## src/rtl/lldma_pkg.sv

```systemverilog
package lldma_pkg;
  localparam int WORD_BYTES = 4;
  localparam int DESC_WORDS = 8;
  localparam int IDX_W      = $clog2(DESC_WORDS);
  localparam int ALIGN_B    = $clog2(DESC_WORDS * WORD_BYTES);

  // window offsets mirror the record word positions (word index * 4)
  localparam logic [5:0] OFS_NEXT = 6'h00;
  localparam logic [5:0] OFS_CUR  = 6'h04;
  localparam logic [5:0] OFS_CNT  = 6'h10;
  localparam logic [5:0] OFS_SRC  = 6'h14;
  localparam logic [5:0] OFS_DST  = 6'h18;
  localparam logic [5:0] OFS_CFG  = 6'h1C;

  localparam int W_NEXT = 0;
  localparam int W_CNT  = 4;
  localparam int W_SRC  = 5;
  localparam int W_DST  = 6;

  localparam int CFG_EN    = 0;
  localparam int CFG_IRQ   = 1;
  localparam int CFG_DINC  = 30;
  localparam int CFG_SINC  = 31;
  localparam int CHAIN_BIT = 1;

  typedef enum logic [1:0] {ST_IDLE, ST_XFER, ST_FETCH} chState_t;

  typedef struct packed {
    logic             beat;
    logic             fetchSel;
    logic             fetchStart;
    logic             fetchWord;
    logic [IDX_W-1:0] fetchIdx;
    logic             commit;
  } dpStrobe_t;
endpackage

```

## src/rtl/lldma_ctrl.sv

```systemverilog
module lldma_ctrl
  import lldma_pkg::*;
(
  input  logic       clk,
  input  logic       rstN,
  input  logic       startReq,
  input  logic       nodeRewrite,
  input  logic       cfgEn,
  input  logic       nodeIrq,
  input  logic       countZero,
  input  logic       chainNext,
  input  logic       memGnt,
  output dpStrobe_t  strobe,
  output logic       memReq,
  output logic       memWrEn,
  output logic       busy,
  output logic       nodeDone,
  output logic       chainDone
);
  chState_t         state, stateNext;
  logic [IDX_W-1:0] idx, idxNext;
  logic             nodeDoneD, chainDoneD;

  always_comb begin
    stateNext       = state;
    idxNext         = idx;
    strobe          = '0;
    strobe.fetchIdx = idx;
    memReq          = 1'b0;
    memWrEn         = 1'b0;
    nodeDoneD       = 1'b0;
    chainDoneD      = 1'b0;
    case (state)
      ST_IDLE: if (startReq) stateNext = ST_XFER;
      ST_XFER: begin
        if (cfgEn) begin
          if (countZero) begin
            nodeDoneD = nodeIrq;
            if (chainNext) begin
              stateNext         = ST_FETCH;
              idxNext           = '0;
              strobe.fetchStart = 1'b1;
            end else begin
              chainDoneD = 1'b1;
              stateNext  = ST_IDLE;
            end
          end else begin
            memReq      = 1'b1;
            memWrEn     = 1'b1;
            strobe.beat = memGnt;
          end
        end
      end
      ST_FETCH: begin
        strobe.fetchSel = 1'b1;
        if (nodeRewrite) begin
          stateNext = ST_XFER;
        end else if (cfgEn) begin
          memReq = 1'b1;
          if (memGnt) begin
            strobe.fetchWord = 1'b1;
            if (idx == IDX_W'(DESC_WORDS - 1)) begin
              strobe.commit = 1'b1;
              stateNext     = ST_XFER;
            end else begin
              idxNext = idx + 1'b1;
            end
          end
        end
      end
      default: stateNext = ST_IDLE;
    endcase
  end

  always_ff @(posedge clk) begin
    if (!rstN) begin
      state     <= ST_IDLE;
      idx       <= '0;
      nodeDone  <= 1'b0;
      chainDone <= 1'b0;
    end else begin
      state     <= stateNext;
      idx       <= idxNext;
      nodeDone  <= nodeDoneD;
      chainDone <= chainDoneD;
    end
  end

  assign busy = (state != ST_IDLE);
endmodule

```

## src/rtl/lldma_dpath.sv

```systemverilog
module lldma_dpath
  import lldma_pkg::*;
#(
  parameter int DW    = 32,
  parameter int CNT_W = 13,
  parameter int WIN_W = 6
) (
  input  logic             clk,
  input  logic             rstN,
  input  dpStrobe_t        strobe,
  input  logic             busy,
  input  logic             regWrEn,
  input  logic [WIN_W-1:0] regAddr,
  input  logic [DW-1:0]    regWrData,
  input  logic [WIN_W-1:0] regRdAddr,
  output logic [DW-1:0]    regRdData,
  input  logic [DW-1:0]    memRdData,
  output logic [DW-1:0]    memRdAddr,
  output logic [DW-1:0]    memWrAddr,
  output logic [DW-1:0]    memWrData,
  output logic             cfgEn,
  output logic             nodeIrq,
  output logic             countZero,
  output logic             chainNext,
  output logic [15:0]      curCount
);
  localparam logic [DW-1:0] CNT_MASK  = DW'((64'd1 << CNT_W) - 64'd1) & ~DW'(WORD_BYTES - 1);
  localparam logic [DW-1:0] WORD_STEP = DW'(WORD_BYTES);

  logic [DW-1:0] nextPtr, cnt, src, dst, cfg, nodeBase;
  logic [DW-1:0] shNext, shCnt, shSrc, shDst;
  logic          wrOk, cfgWr;

  assign wrOk  = regWrEn && (!busy || !cfg[CFG_EN]);
  assign cfgWr = regWrEn && (regAddr == OFS_CFG);

  always_ff @(posedge clk) begin
    if (!rstN) begin
      nextPtr  <= '0;
      cnt      <= '0;
      src      <= '0;
      dst      <= '0;
      cfg      <= '0;
      nodeBase <= '0;
      shNext   <= '0;
      shCnt    <= '0;
      shSrc    <= '0;
      shDst    <= '0;
    end else begin
      if (wrOk) begin
        case (regAddr)
          OFS_NEXT: nextPtr <= regWrData;
          OFS_CNT:  cnt     <= regWrData & CNT_MASK;
          OFS_SRC:  src     <= regWrData;
          OFS_DST:  dst     <= regWrData;
          default:  ;
        endcase
      end
      if (cfgWr) begin
        if (!busy) cfg <= regWrData;
        else       cfg[CFG_EN] <= regWrData[CFG_EN];
      end
      if (strobe.beat) begin
        cnt <= cnt - WORD_STEP;
        if (cfg[CFG_SINC]) src <= src + WORD_STEP;
        if (cfg[CFG_DINC]) dst <= dst + WORD_STEP;
      end
      if (strobe.fetchStart)
        nodeBase <= {nextPtr[DW-1:ALIGN_B], ALIGN_B'(0)};
      if (strobe.fetchWord) begin
        case (strobe.fetchIdx)
          IDX_W'(W_NEXT): shNext <= memRdData;
          IDX_W'(W_CNT):  shCnt  <= memRdData & CNT_MASK;
          IDX_W'(W_SRC):  shSrc  <= memRdData;
          IDX_W'(W_DST):  shDst  <= memRdData;
          default:        ;
        endcase
      end
      if (strobe.commit) begin
        nextPtr <= shNext;
        cnt     <= shCnt;
        src     <= shSrc;
        dst     <= shDst;
        cfg     <= cfgWr ? {memRdData[DW-1:1], regWrData[CFG_EN]} : memRdData;
      end
    end
  end

  assign memRdAddr = strobe.fetchSel ? (nodeBase + DW'({strobe.fetchIdx, 2'b00})) : src;
  assign memWrAddr = dst;
  assign memWrData = memRdData;
  assign cfgEn     = cfg[CFG_EN];
  assign nodeIrq   = cfg[CFG_IRQ];
  assign countZero = (cnt == '0);
  assign chainNext = nextPtr[CHAIN_BIT] && (|nextPtr[DW-1:ALIGN_B]);
  assign curCount  = cnt[15:0];

  always_comb begin
    case (regRdAddr)
      OFS_NEXT: regRdData = nextPtr;
      OFS_CUR:  regRdData = DW'(cnt[15:0]);
      OFS_CNT:  regRdData = cnt;
      OFS_SRC:  regRdData = src;
      OFS_DST:  regRdData = dst;
      OFS_CFG:  regRdData = cfg;
      default:  regRdData = '0;
    endcase
  end
endmodule

```

## src/rtl/lldma_channel.sv

```systemverilog
module lldma_channel
  import lldma_pkg::*;
#(
  parameter int DW    = 32,
  parameter int CNT_W = 13,
  parameter int WIN_W = 6
) (
  input  logic             clk,
  input  logic             rstN,
  input  logic             regWrEn,
  input  logic [WIN_W-1:0] regAddr,
  input  logic [DW-1:0]    regWrData,
  input  logic [WIN_W-1:0] regRdAddr,
  output logic [DW-1:0]    regRdData,
  output logic             memReq,
  output logic             memWrEn,
  output logic [DW-1:0]    memRdAddr,
  input  logic [DW-1:0]    memRdData,
  output logic [DW-1:0]    memWrAddr,
  output logic [DW-1:0]    memWrData,
  input  logic             memGnt,
  output logic             busy,
  output logic             nodeDone,
  output logic             chainDone
);
  dpStrobe_t   strobe;
  logic        cfgEn, nodeIrq, countZero, chainNext;
  logic        startReq, nodeRewrite, nodeRegHit;
  logic [15:0] curCount;

  assign nodeRegHit  = (regAddr == OFS_NEXT) || (regAddr == OFS_CNT) ||
                       (regAddr == OFS_SRC)  || (regAddr == OFS_DST);
  assign startReq    = regWrEn && (regAddr == OFS_CFG) && regWrData[CFG_EN] && !busy;
  assign nodeRewrite = regWrEn && busy && !cfgEn && nodeRegHit;

  lldma_ctrl u_ctrl (
    .clk        (clk),
    .rstN       (rstN),
    .startReq   (startReq),
    .nodeRewrite(nodeRewrite),
    .cfgEn      (cfgEn),
    .nodeIrq    (nodeIrq),
    .countZero  (countZero),
    .chainNext  (chainNext),
    .memGnt     (memGnt),
    .strobe     (strobe),
    .memReq     (memReq),
    .memWrEn    (memWrEn),
    .busy       (busy),
    .nodeDone   (nodeDone),
    .chainDone  (chainDone)
  );

  lldma_dpath #(.DW(DW), .CNT_W(CNT_W), .WIN_W(WIN_W)) u_dpath (
    .clk       (clk),
    .rstN      (rstN),
    .strobe    (strobe),
    .busy      (busy),
    .regWrEn   (regWrEn),
    .regAddr   (regAddr),
    .regWrData (regWrData),
    .regRdAddr (regRdAddr),
    .regRdData (regRdData),
    .memRdData (memRdData),
    .memRdAddr (memRdAddr),
    .memWrAddr (memWrAddr),
    .memWrData (memWrData),
    .cfgEn     (cfgEn),
    .nodeIrq   (nodeIrq),
    .countZero (countZero),
    .chainNext (chainNext),
    .curCount  (curCount)
  );
endmodule

```

## config.mk

```make
export PLATFORM = sky130hd
export DESIGN_NAME = lldma_channel
export DESIGN_NICKNAME = d
export VERILOG_FILES = /design/src/rtl/lldma_pkg.sv /design/src/rtl/lldma_ctrl.sv /design/src/rtl/lldma_dpath.sv /design/src/rtl/lldma_channel.sv
export SDC_FILE = /design/constraint.sdc
export NUM_CORES = 1
export LEC_CHECK = 0
export CAP_MARGIN = 20
export CORE_AREA = 2 2 233 235
export DETAILED_ROUTE_END_ITERATION = 10
export DIE_AREA = 0 0 235 237
export GPL_ROUTABILITY_DRIVEN = 0
export PLACE_DENSITY_LB_ADDON = 0.12
export SLEW_MARGIN = 25
export SYNTH_ARGS = -nofsm -noshare
export SYNTH_HDL_FRONTEND = slang
export SYNTH_SLANG_ARGS = --single-unit
```

## constraint.sdc

```tcl
create_clock -name clk -period 8.2 [get_ports clk]
set_input_delay 2.46 -clock clk [delete_from_list [all_inputs] [get_ports clk]]
set_output_delay 2.46 -clock clk [all_outputs]
set_load 0.1 [all_outputs]
```

# Word level (Yosys, flattened, before mapping)

Cells that the tools add are included.

Register bits after elaboration: 301
Input port bits: 80
Logic and storage cells: 148

Add/sub/neg operators: 5
Equality and inequality tests: 27
Multiplexer cells: 64
Reduce and logical (&&, ||, !) cells: 37

Operators with widths:

| kind                  | count |
|---|---|
| $mux 32               | 20 |
| $pmux 32 s6           | 1 |
| $add 32x3->32 const B | 2 |
| $eq 6x5->1 const B    | 8 |
| $add 32x5->32         | 1 |
| $logic_not 32->1      | 1 |
| $sub 32x3->32 const B | 1 |
| $mux 31               | 1 |
| $reduce_or 27->1      | 1 |
| $mux 1                | 24 |
| $mux 3                | 7 |
| $mux 2                | 8 |
| $reduce_and 2->1      | 7 |
| $eq 3x3->1 const B    | 4 |
| $logic_not 6->1       | 2 |
| $ne 2x2->1 const B    | 6 |
| $reduce_bool 2->1     | 5 |
| $logic_and 1x1->1     | 8 |
| $reduce_and 8->1      | 1 |
| $eq 6x3->1 const B    | 1 |
| $ne 2x1->1 const B    | 3 |
| $ne 3x2->1 const B    | 2 |
| $pmux 2 s3            | 1 |
| $pmux 3 s2            | 1 |
| 12 further kinds      | 17 |

# Longest topological paths before layout

Gate-level depths: netlist of the first run.

Depth in word-level cells: 9
Mapped depth: 11
Mapped depth without buffers: 8

# Cells and area by module

A second synthesis of the first run with hierarchy kept.

Cell total of the unflattened synthesis: 1995
Area, all modules: 16185.5 sq um

Modules (own cells, without submodules):

| module        | times used | cells each | area each (sq um) | sequential area each (sq um) |
|---|---|---|---|---|
| lldma_dpath   | 1          | 1935       | 15660.0           | 5845.6 |
| lldma_ctrl    | 1          | 53         | 466.7             | 140.1 |
| lldma_channel | 1          | 7          | 58.8              | 0.0 |

# Least setup slack after synthesis of the first run

OpenSTA, ideal clock, no wires.

Path type: input to output
Start: input port regRdAddr[1]
End: output port regRdData[21]
Data arrival time: 4.631 ns
Required time: 5.740 ns
Setup slack: 1.109 ns
Stages: 6
Buffers on the path: 2
Cells stage by stage: or3_1 -> nor4_1 -> clkbuf_1 -> buf_1 -> nand2_1 -> nand2_1

Word-level cells in the longest chain between the ends: 2
Elaborated cells on any way between the ends: 7
Those cells by class: 5 x eq/ne; 1 x mux; 1 x reduce/logical

Ends and longest elaborated chain:

| what                                     | line                | source |
|---|---|---|
| start: declaration                       | lldma_channel.sv:13 | `input logic [WIN_W-1:0] regRdAddr,` |
| $eq 6x5->1, or another cell as far along | lldma_dpath.sv:99   | `case (regRdAddr)` |
| $pmux 32 s6 (*)                          | lldma_dpath.sv:99   |  |
| end: declaration                         | lldma_channel.sv:14 | `output logic [DW-1:0] regRdData,` |

Mark *: on every way between the ends. The rest lies on a longest branch, timed or not.

# Worst setup path after layout of the first run

Start: input port regRdAddr[1]
End: output port regRdData[20]

The elaborated chain is that of the path after synthesis.

==> metrics.txt, run 1 <==
worst slew pin tran=1100 ps; Top Ports=213; Layout Skew=18.4 ps; multi-input logic area=8960 µm²; synthesized area=15800 µm²; Min-Delay Path Class=reg2reg; dpl hpwl=49100 µm; max_cap viols=0; Post-synth EDFFs=0; die width=235 µm; required time worst endpoint=5740 ps; most frequent cells in the layout=nand2_1 (401), dfxtp_1 (299), clkdlybuf4s50_1 (179), nor2_1 (160), a21oi_1 (139); Clock transition at path regs=60 ps; Sequential Area=5990 µm²; H-Tree Depth=2; clock sink count=299; Final period util=87.8%; CP Class=in2out; initial core utilization=29.7%; total track usage=24.4%; status=finished, final reports clean; met2 usage=35.5%; Mapped Cells=1996; Die Height=237 µm; met1 track demand over resource=36.0%; 1st-iter DRT viols=1944; GRT overflow=0; r2r setup slk=4300 ps; post-synthesis cell type count=69; Worst-Skew Late Latency=560 ps; Cell Rows=85; Resize count post-CTS=0; hold path endpoint=u_dpath.src[20]$_SDFF_PN0_; Max Slew Vio Count=0; post-route ant nets=0; max_slew headroom=26.6%; FF-to-FF Start=u_ctrl.state[0]$_SDFFE_PN0P_; Clock Root Buffer=clkbuf_16; largest net degree at the start of global routing=123; Pre-antenna DRT Iters=9; Seq/Total Area, Yosys=37.9%; most used routing layer in global routing=met1; Area after DPL=18600 µm²; Primary FF master, synth=dfxtp_1; P&R area growth vs syn=25.6%; Crit Path Max Fanout=16; routed length per placed instance=25.0 µm; final-report setup violation count=0; Synthesized Nets=2089; WHS Path Cells=2; vias in the first global route=14600; leakage=7.23 nW; Worst setup SP type=input port; vias per cell=5.64; design area=19900 µm²; IO buf count=212; setup_tns=0 ps; FF-to-FF End=u_dpath.src[14]$_SDFF_PN0_; Syn Area/Cell=7.92 µm²; Max Root-Sink Buffers=3; R2R depth=9; CTS Buf Count=36; first-pass GRT wire length=102000 µm; CTS tree=yes; number of synthesized register bits=299; Cell Pwr Density=171 nW/µm²; met3 Use GR=4.37%; core area=53300 µm²; via count=15900; initial antenna violation count=1; final net count=2190; DRT Wirelength=70500 µm; Worst setup EP type=output pin; hold-fix buffer count after cts=0; peak supply drop=114 µV; RSZ-0062 raised after global routing=no; Worst Path Arrival=4740 ps; post-synthesis async set-or-reset flop share=0%; Filler cells=5471; fmax=139 MHz; share of cells above drive strength 1=10.3%; final hold violation count=0; Die Footprint=55700 µm²; Final Critical Period=7200 ps; commonest non-fill, non-tap cell in the layout=nand2_1; hold path start=u_dpath.shSrc[20]$_SDFFE_PN0P_; Post-CTS Setup Inserts=0; Synth warnings=0; # DRC=0
-- cells in the mapped netlist (25+ instances only) --
master | n | share of area, %
a211oi_1 | 76 | 3.6
a21oi_1 | 140 | 4.4
a222oi_1 | 32 | 2.0
buf_4 | 39 | 1.9
clkbuf_1 | 127 | 3.0
dfxtp_1 | 299 | 38
inv_1 | 26 | 0.62
mux2_2 | 61 | 4.3
mux2i_1 | 113 | 7.2
nand2_1 | 401 | 9.5
nand3_1 | 73 | 2.3
nand4_1 | 28 | 1.1
nor2_1 | 164 | 3.9
nor3_1 | 41 | 1.3
nor4_1 | 25 | 0.99
o21ai_0 | 82 | 2.6
-- layer usage --
layer | vias up | routed length, µm
met3 | 89 | 5610
met2 | 656 | 29900
li1 | 7360 | -
met5 | - | 0
met1 | 7792 | 33200
met4 | 0 | 1810
-- final cells by class --
class,instances,share of cell area (%)
antenna,1,0.0126
clock buffer,55,5.40
clock inverter,8,0.655
inverter,26,0.529
multi-input combinational,1485,45.1
sequential,299,30.1
tap,696,4.38
timing repair buffer,249,13.8
-- sequential cells by signal (all words and copies together), names as in the netlist --
name,cells
u_ctrl.state,2
u_dpath.shDst,32
u_ctrl.chainDone,1
u_dpath.cfg,32
u_ctrl.idx,3
u_dpath.memWrAddr,32
u_dpath.shNext,32
u_dpath.shCnt,11
u_dpath.cnt,30
u_dpath.src,32
u_ctrl.nodeDone,1
u_dpath.shSrc,32
u_dpath.nextPtr,32
u_dpath.nodeBase,27
-- worst max-delay path, stage by stage --
cell and delay [ps]:
clkdlybuf4s50_1 410, or3_1 480, nor3b_4 720, a222oi_1 250, nand2_1 200, buf_12 200
-- logic make-up after synthesis --
kind of cell	synth area share [%]
simple gates	22.9
flops	37.9
mux	11.5
compound gates	19.0
fa+ha+maj	1.09
buf+inv	6.06
xor+xnor	1.61
-- per-stage QoR --
step           hold WS (ps)  total power, mW  utilization, %  worst slack [ps]  instances
3_3_place_gp            439             1.76            34.9               725       2754
4_1_cts                 452             3.43            37.2              1010       2817
6_report                447             3.40            37.3              1000       2819
5_1_grt                 473             3.49            37.3               877       2819
2_1_floorplan           424             1.64               -              1110       1996
3_5_place_dp            443             1.76            34.9              1020       2754
-- power breakdown --
| group | internal (mW) | leakage, nW | switching (mW) |
|---|---|---|---|
| clock | 0.996 | 0.592 | 0.679 |
| combinational | 0.0729 | 4.23 | 0.192 |
| sequential | 1.46 | 2.41 | 0.00619 |
| total | 2.52 | 7.23 | 0.877 |
-- worst max path at each step --
stage,end,start,cells past startpoint
detailed placement,regRdData[20],regRdAddr[1],6
floorplan,regRdData[21],regRdAddr[1],6
finish,regRdData[20],regRdAddr[1],6
CTS,regRdData[20],regRdAddr[1],6
global placement,regRdData[20],regRdAddr[1],6
global route,regRdData[20],regRdAddr[1],6
Note: power is estimated with default switching activity, not from simulation.
==> run 2: changes to the inputs <==
--- a/config.mk
+++ b/config.mk
@@ -7,10 +7,12 @@
 export LEC_CHECK = 0
 export CAP_MARGIN = 20
 export CORE_AREA = 2 2 233 235
+export CTS_BUF_LIST = sky130_fd_sc_hd__clkbuf_4 sky130_fd_sc_hd__clkbuf_8
 export DETAILED_ROUTE_END_ITERATION = 10
 export DIE_AREA = 0 0 235 237
 export GPL_ROUTABILITY_DRIVEN = 0
 export PLACE_DENSITY_LB_ADDON = 0.12
+export SKIP_CTS_REPAIR_TIMING = 1
 export SLEW_MARGIN = 25
 export SYNTH_ARGS = -nofsm -noshare
 export SYNTH_HDL_FRONTEND = slang
==> metrics.txt, run 2 (synthesis results as in run 1) <==
status=finished, final reports clean (unchanged); commonest non-fill, non-tap cell in the layout=nand2_1 (unchanged); Worst setup EP type=output pin (unchanged); Final Critical Period=7180 ps (was 7200 ps); R2R depth=9 (unchanged); worst-path cell chain=clkdlybuf4s50_1 > or3_1 > nor3b_4 > a222oi_1 > nand2_1 > buf_12 (unchanged); required time worst endpoint=5740 ps (about the same); max_slew headroom=26.1% (was 26.6%); CP peak stage delay=710 ps (was 720 ps); Worst Path Arrival=4720 ps (was 4740 ps); vias per cell=5.59 (was 5.64); Worst setup SP type=input port (unchanged); GRT overflow=0 (unchanged); DRT Wirelength=70800 µm (was 70500 µm); Clock transition at path regs=70 ps (was 60 ps); final net count=2210 (was 2190); routed length per placed instance=24.7 µm (was 25.0 µm); dpl hpwl=49100 µm (unchanged); Final period util=87.6% (was 87.8%); FF-to-FF Start=u_ctrl.state[0]$_SDFFE_PN0P_ (unchanged); max_cap viols=0 (unchanged); vias in the first global route=14900 (was 14600); Max Slew Vio Count=0 (unchanged); Cell Rows=85 (unchanged); Clock Root Buffer=clkbuf_8 (was clkbuf_16); P&R area growth vs syn=26.0% (was 25.6%); Worst-Skew Late Latency=690 ps (was 560 ps); peak supply drop=88.2 µV (was 114 µV); largest net degree at the start of global routing=123 (unchanged); fmax=139 MHz (about the same); Die Height=237 µm (unchanged); CTS tree=yes (unchanged); clock sink count=299 (unchanged); IO buf count=212 (unchanged); Sequential Area=5990 µm² (unchanged); multi-input logic area=8960 µm² (unchanged); Crit path depth=6 (unchanged); Cell Pwr Density=168 nW/µm² (was 171 nW/µm²); final-report setup violation count=0 (unchanged); kind of cell adding the most delay to the critical path=simple AND/OR/NAND/NOR gates (unchanged); Crit path buffers/inverters=2 (unchanged); CP max-delay cell=nor3b_4 (unchanged); Worst Setup EP=regRdData[20] (unchanged); crit path from=regRdAddr[1] (unchanged); final hold violation count=0 (unchanged); initial core utilization=29.7% (unchanged); Top Ports=213 (unchanged); Die Footprint=55700 µm² (unchanged); post-route ant nets=0 (unchanged); Crit Path Max Fanout=16 (unchanged); r2r setup slk=4310 ps (was 4300 ps); # DRC=0 (unchanged); Min-Delay Path Class=reg2reg (unchanged); CP Class=in2out (unchanged); core area=53300 µm² (unchanged); die width=235 µm (unchanged); first-pass GRT wire length=103000 µm (was 102000 µm); via count=16000 (was 15900); Layout Skew=32.8 ps (was 18.4 ps); 1st-iter DRT viols=1801 (was 1944); Filler cells=5491 (was 5471); RSZ-0062 raised after global routing=no (unchanged); total track usage=24.5% (was 24.4%); H-Tree Depth=2 (unchanged); share of cells above drive strength 1=12.4% (was 10.3%); initial antenna violation count=2 (was 1); Max Root-Sink Buffers=3 (unchanged); CTS Buf Count=56 (was 36); leakage=7.31 nW (was 7.23 nW); setup_tns=0 ps (unchanged); Pre-antenna DRT Iters=7 (was 9); worst slew pin tran=1110 ps (was 1100 ps); most frequent cells in the layout=nand2_1 (401), dfxtp_1 (299), clkdlybuf4s50_1 (179), nor2_1 (160), a21oi_1 (139) (unchanged); Min Hold Slack=443 ps (was 447 ps); FF-to-FF End=u_dpath.src[14]$_SDFF_PN0_ (unchanged)
run 2: cell types whose count changed in the layout (fill, tap and decap cells not counted), sizes merged:
cell    before  now
diode        1    2
clkinv       4   10
bufinv       3    1
clkbuf      55   92
run 2: power by group:
part / total, mW / internal [mW] / switching (mW) / leakage, nW
clock: 1.62 / 0.922 / 0.702 / 0.675
combinational: 0.264 / 0.0729 / 0.192 / 4.23
sequential: 1.46 / 1.46 / 0.00614 / 2.41
total: 3.35 / 2.45 / 0.900 / 7.31
run 2: tightest hold or removal path, stage by stage (launching register included):
cell and delay (ps):
dfxtp_1 330, nand2_1 50, o21ai_0 60
run 2: worst min path at each step:
stage | to | start | cells past startpoint
floorplan | u_ctrl.nodeDone$_SDFF_PN0_ | u_dpath.cfg[1]$_SDFFE_PN0P_ | 2
global placement | u_dpath.shDst[12]$_SDFFE_PN0P_ | u_dpath.shDst[12]$_SDFFE_PN0P_ | 2
detailed placement | u_dpath.src[20]$_SDFF_PN0_ | u_dpath.shSrc[20]$_SDFFE_PN0P_ | 2
CTS | u_dpath.src[29]$_SDFF_PN0_ | u_dpath.shSrc[29]$_SDFFE_PN0P_ | 2
global route | u_dpath.shNext[13]$_SDFFE_PN0P_ | u_dpath.shNext[13]$_SDFFE_PN0P_ | 2
finish | u_dpath.src[29]$_SDFF_PN0_ | u_dpath.shSrc[29]$_SDFFE_PN0P_ | 2
run 2: layout make-up:
type,count,area share [%]
clock inverters,12,0.446
clock buffers,92,5.82
repair buffers,249,13.8
multi-input cells,1485,45.0
well taps,696,4.37
inverters,26,0.528
diodes,2,0.0251
flip-flops and latches,299,30.1
run 2: metrics by stage:
stage / power [mW] / setup WS, ps / cells / instance area, µm² / util [%]
2_1_floorplan: 1.64 / 1110 / 1996 / 15800 / -
3_3_place_gp: 1.76 / 725 / 2754 / 18600 / 34.9
3_5_place_dp: 1.76 / 1020 / 2754 / 18600 / 34.9
4_1_cts: 3.37 / 1010 / 2858 / 19900 / 37.3
5_1_grt: 3.44 / 877 / 2861 / 19900 / 37.4
6_report: 3.35 / 1020 / 2861 / 19900 / 37.4
run 2: per-layer routing:
metal | GRT usage, % | share of wire, % | vias up
met2 | 35.2 | 42 | 696
met4 | 8.98 | 3.1 | 0
met5 | 0 | 0 | -
met3 | 4.98 | 8.4 | 117
li1 | - | - | 7400
met1 | 35.7 | 47 | 7771
==> run 3: changes to the inputs <==
--- a/config.mk
+++ b/config.mk
@@ -8,6 +8,7 @@
 export CAP_MARGIN = 20
 export CORE_AREA = 2 2 233 235
 export CTS_BUF_LIST = sky130_fd_sc_hd__clkbuf_4 sky130_fd_sc_hd__clkbuf_8
+export CTS_CLUSTER_DIAMETER = 50
 export DETAILED_ROUTE_END_ITERATION = 10
 export DIE_AREA = 0 0 235 237
 export GPL_ROUTABILITY_DRIVEN = 0
==> metrics.txt, run 3 (synthesis results as in run 1) <==
Worst Path Arrival=4720 ps (about the same); dpl hpwl=49100 µm (unchanged); leakage=7.32 nW (was 7.31 nW); worst-path cell chain=clkdlybuf4s50_1 > or3_1 > nor3b_4 > a222oi_1 > nand2_1 > buf_12 (unchanged); max_slew headroom=24.8% (was 26.1%); Crit Path Max Fanout=16 (unchanged); die width=235 µm (unchanged); Cell Rows=85 (unchanged); pre-CTS worst setup slack=1020 ps (unchanged); core area=53300 µm² (unchanged); Pre-antenna DRT Iters=6 (was 7); Final Critical Period=7180 ps (about the same); initial antenna violation count=2 (unchanged); most frequent cells in the layout=nand2_1 (401), dfxtp_1 (299), clkdlybuf4s50_1 (179), nor2_1 (160), a21oi_1 (139) (unchanged); fmax=139 MHz (about the same); status=finished, final reports clean (unchanged); Top Ports=213 (unchanged); total track usage=24.5% (about the same); vias per cell=5.59 (about the same); Cell Pwr Density=169 nW/µm² (was 168 nW/µm²); 1st-iter DRT viols=1783 (was 1801); CP Class=in2out (unchanged); Final period util=87.6% (about the same); vias in the first global route=14900 (about the same); CTS Buf Count=57 (was 56); final net count=2211 (was 2210); final-report setup violation count=0 (unchanged); max_cap viols=0 (unchanged); Max Slew Vio Count=0 (unchanged); RSZ-0062 raised after global routing=no (unchanged); DP Cell Count=2754 (unchanged); peak supply drop=83.0 µV (was 88.2 µV); Sequential Area=5990 µm² (unchanged); Layout Skew=32.9 ps (was 32.8 ps); R2R depth=9 (unchanged); final hold violation count=0 (unchanged); routed length per placed instance=24.8 µm (was 24.7 µm); Min-Delay Path Class=reg2reg (unchanged); design area=19900 µm² (about the same); final worst slack=1020 ps (about the same); Worst setup SP type=input port (unchanged); GRT overflow=0 (unchanged); Worst-Skew Late Latency=690 ps (about the same); total power=3.36 mW (was 3.35 mW); CP peak stage delay=710 ps (about the same); Die Footprint=55700 µm² (unchanged); commonest non-fill, non-tap cell in the layout=nand2_1 (unchanged); Filler cells=5493 (was 5491); Max Root-Sink Buffers=3 (unchanged); Die Height=237 µm (unchanged); multi-input logic area=8960 µm² (unchanged); post-route ant nets=0 (unchanged); share of cells above drive strength 1=12.4% (unchanged); H-Tree Depth=2 (unchanged); P&R area growth vs syn=26.0% (about the same); # DRC=0 (unchanged); CTS tree=yes (unchanged); DRT Wirelength=71100 µm (was 70800 µm); fin cells=2861 (unchanged); CP max-delay cell=nor3b_4 (unchanged); Clock transition at path regs=70 ps (about the same); required time worst endpoint=5740 ps (about the same); largest net degree at the start of global routing=123 (unchanged); first-pass GRT wire length=103000 µm (about the same); Worst setup EP type=output pin (unchanged); WHS Path Cells=2 (unchanged); Clock Root Buffer=clkbuf_8 (unchanged); Area after DPL=18600 µm² (unchanged); initial core utilization=29.7% (unchanged); clock sink count=299 (unchanged); via count=16000 (about the same); setup_tns=0 ps (unchanged); IO buf count=212 (unchanged); worst slew pin tran=1130 ps (was 1110 ps)
-- run 3: area by class of cell --
| type | instances | share of cell area, % |
|---|---|---|
| Antenna cell | 2 | 0.0251 |
| Sequential cell | 299 | 30.0 |
| Clock buffer | 94 | 5.93 |
| Multi-Input combinational cell | 1485 | 45.0 |
| Tap cell | 696 | 4.37 |
| Timing Repair Buffer | 249 | 13.7 |
| Clock inverter | 10 | 0.396 |
| Inverter | 26 | 0.527 |
-- run 3: path summary, 6_finish.rpt --
check                                     to                            from  slack (ps)
setup reg to reg  u_dpath.src[14]$_SDFF_PN0_    u_ctrl.state[0]$_SDFFE_PN0P_        4310
setup / recovery               regRdData[20]                    regRdAddr[1]        1020
hold / removal    u_dpath.src[29]$_SDFF_PN0_  u_dpath.shSrc[29]$_SDFFE_PN0P_         450
hold reg to reg   u_dpath.src[29]$_SDFF_PN0_  u_dpath.shSrc[29]$_SDFFE_PN0P_         450
-- run 3: metrics by stage --
stage	hold WS, ps	util, %
global placement	439	34.9
finish	446	37.4
detailed placement	443	34.9
CTS	447	37.3
floorplan	424	-
global route	473	37.4
-- run 3: where the power goes --
group	switching (mW)	leakage (nW)	internal [mW]
Clock	0.697	0.679	0.935
Combinational	0.192	4.23	0.0729
Sequential	0.00620	2.41	1.46
Total	0.895	7.32	2.47
-- run 3: layer usage --
layer  vias to the layer above  share of wire [%]  global-route usage (%)
li1                       7391                  -                       -
met1                      7836                 47                    35.8
met2                       654                 42                    35.4
met3                       121                8.2                    4.63
met4                         0                3.1                    9.05
met5                         -                  0                       0
-- run 3: worst max-delay path, delay by kind of cell --
| family | cells | cell delay (ps) |
|---|---|---|
| compound gates | 1 | 250 |
| buf+inv | 2 | 610 |
| simple gates | 3 | 1390 |
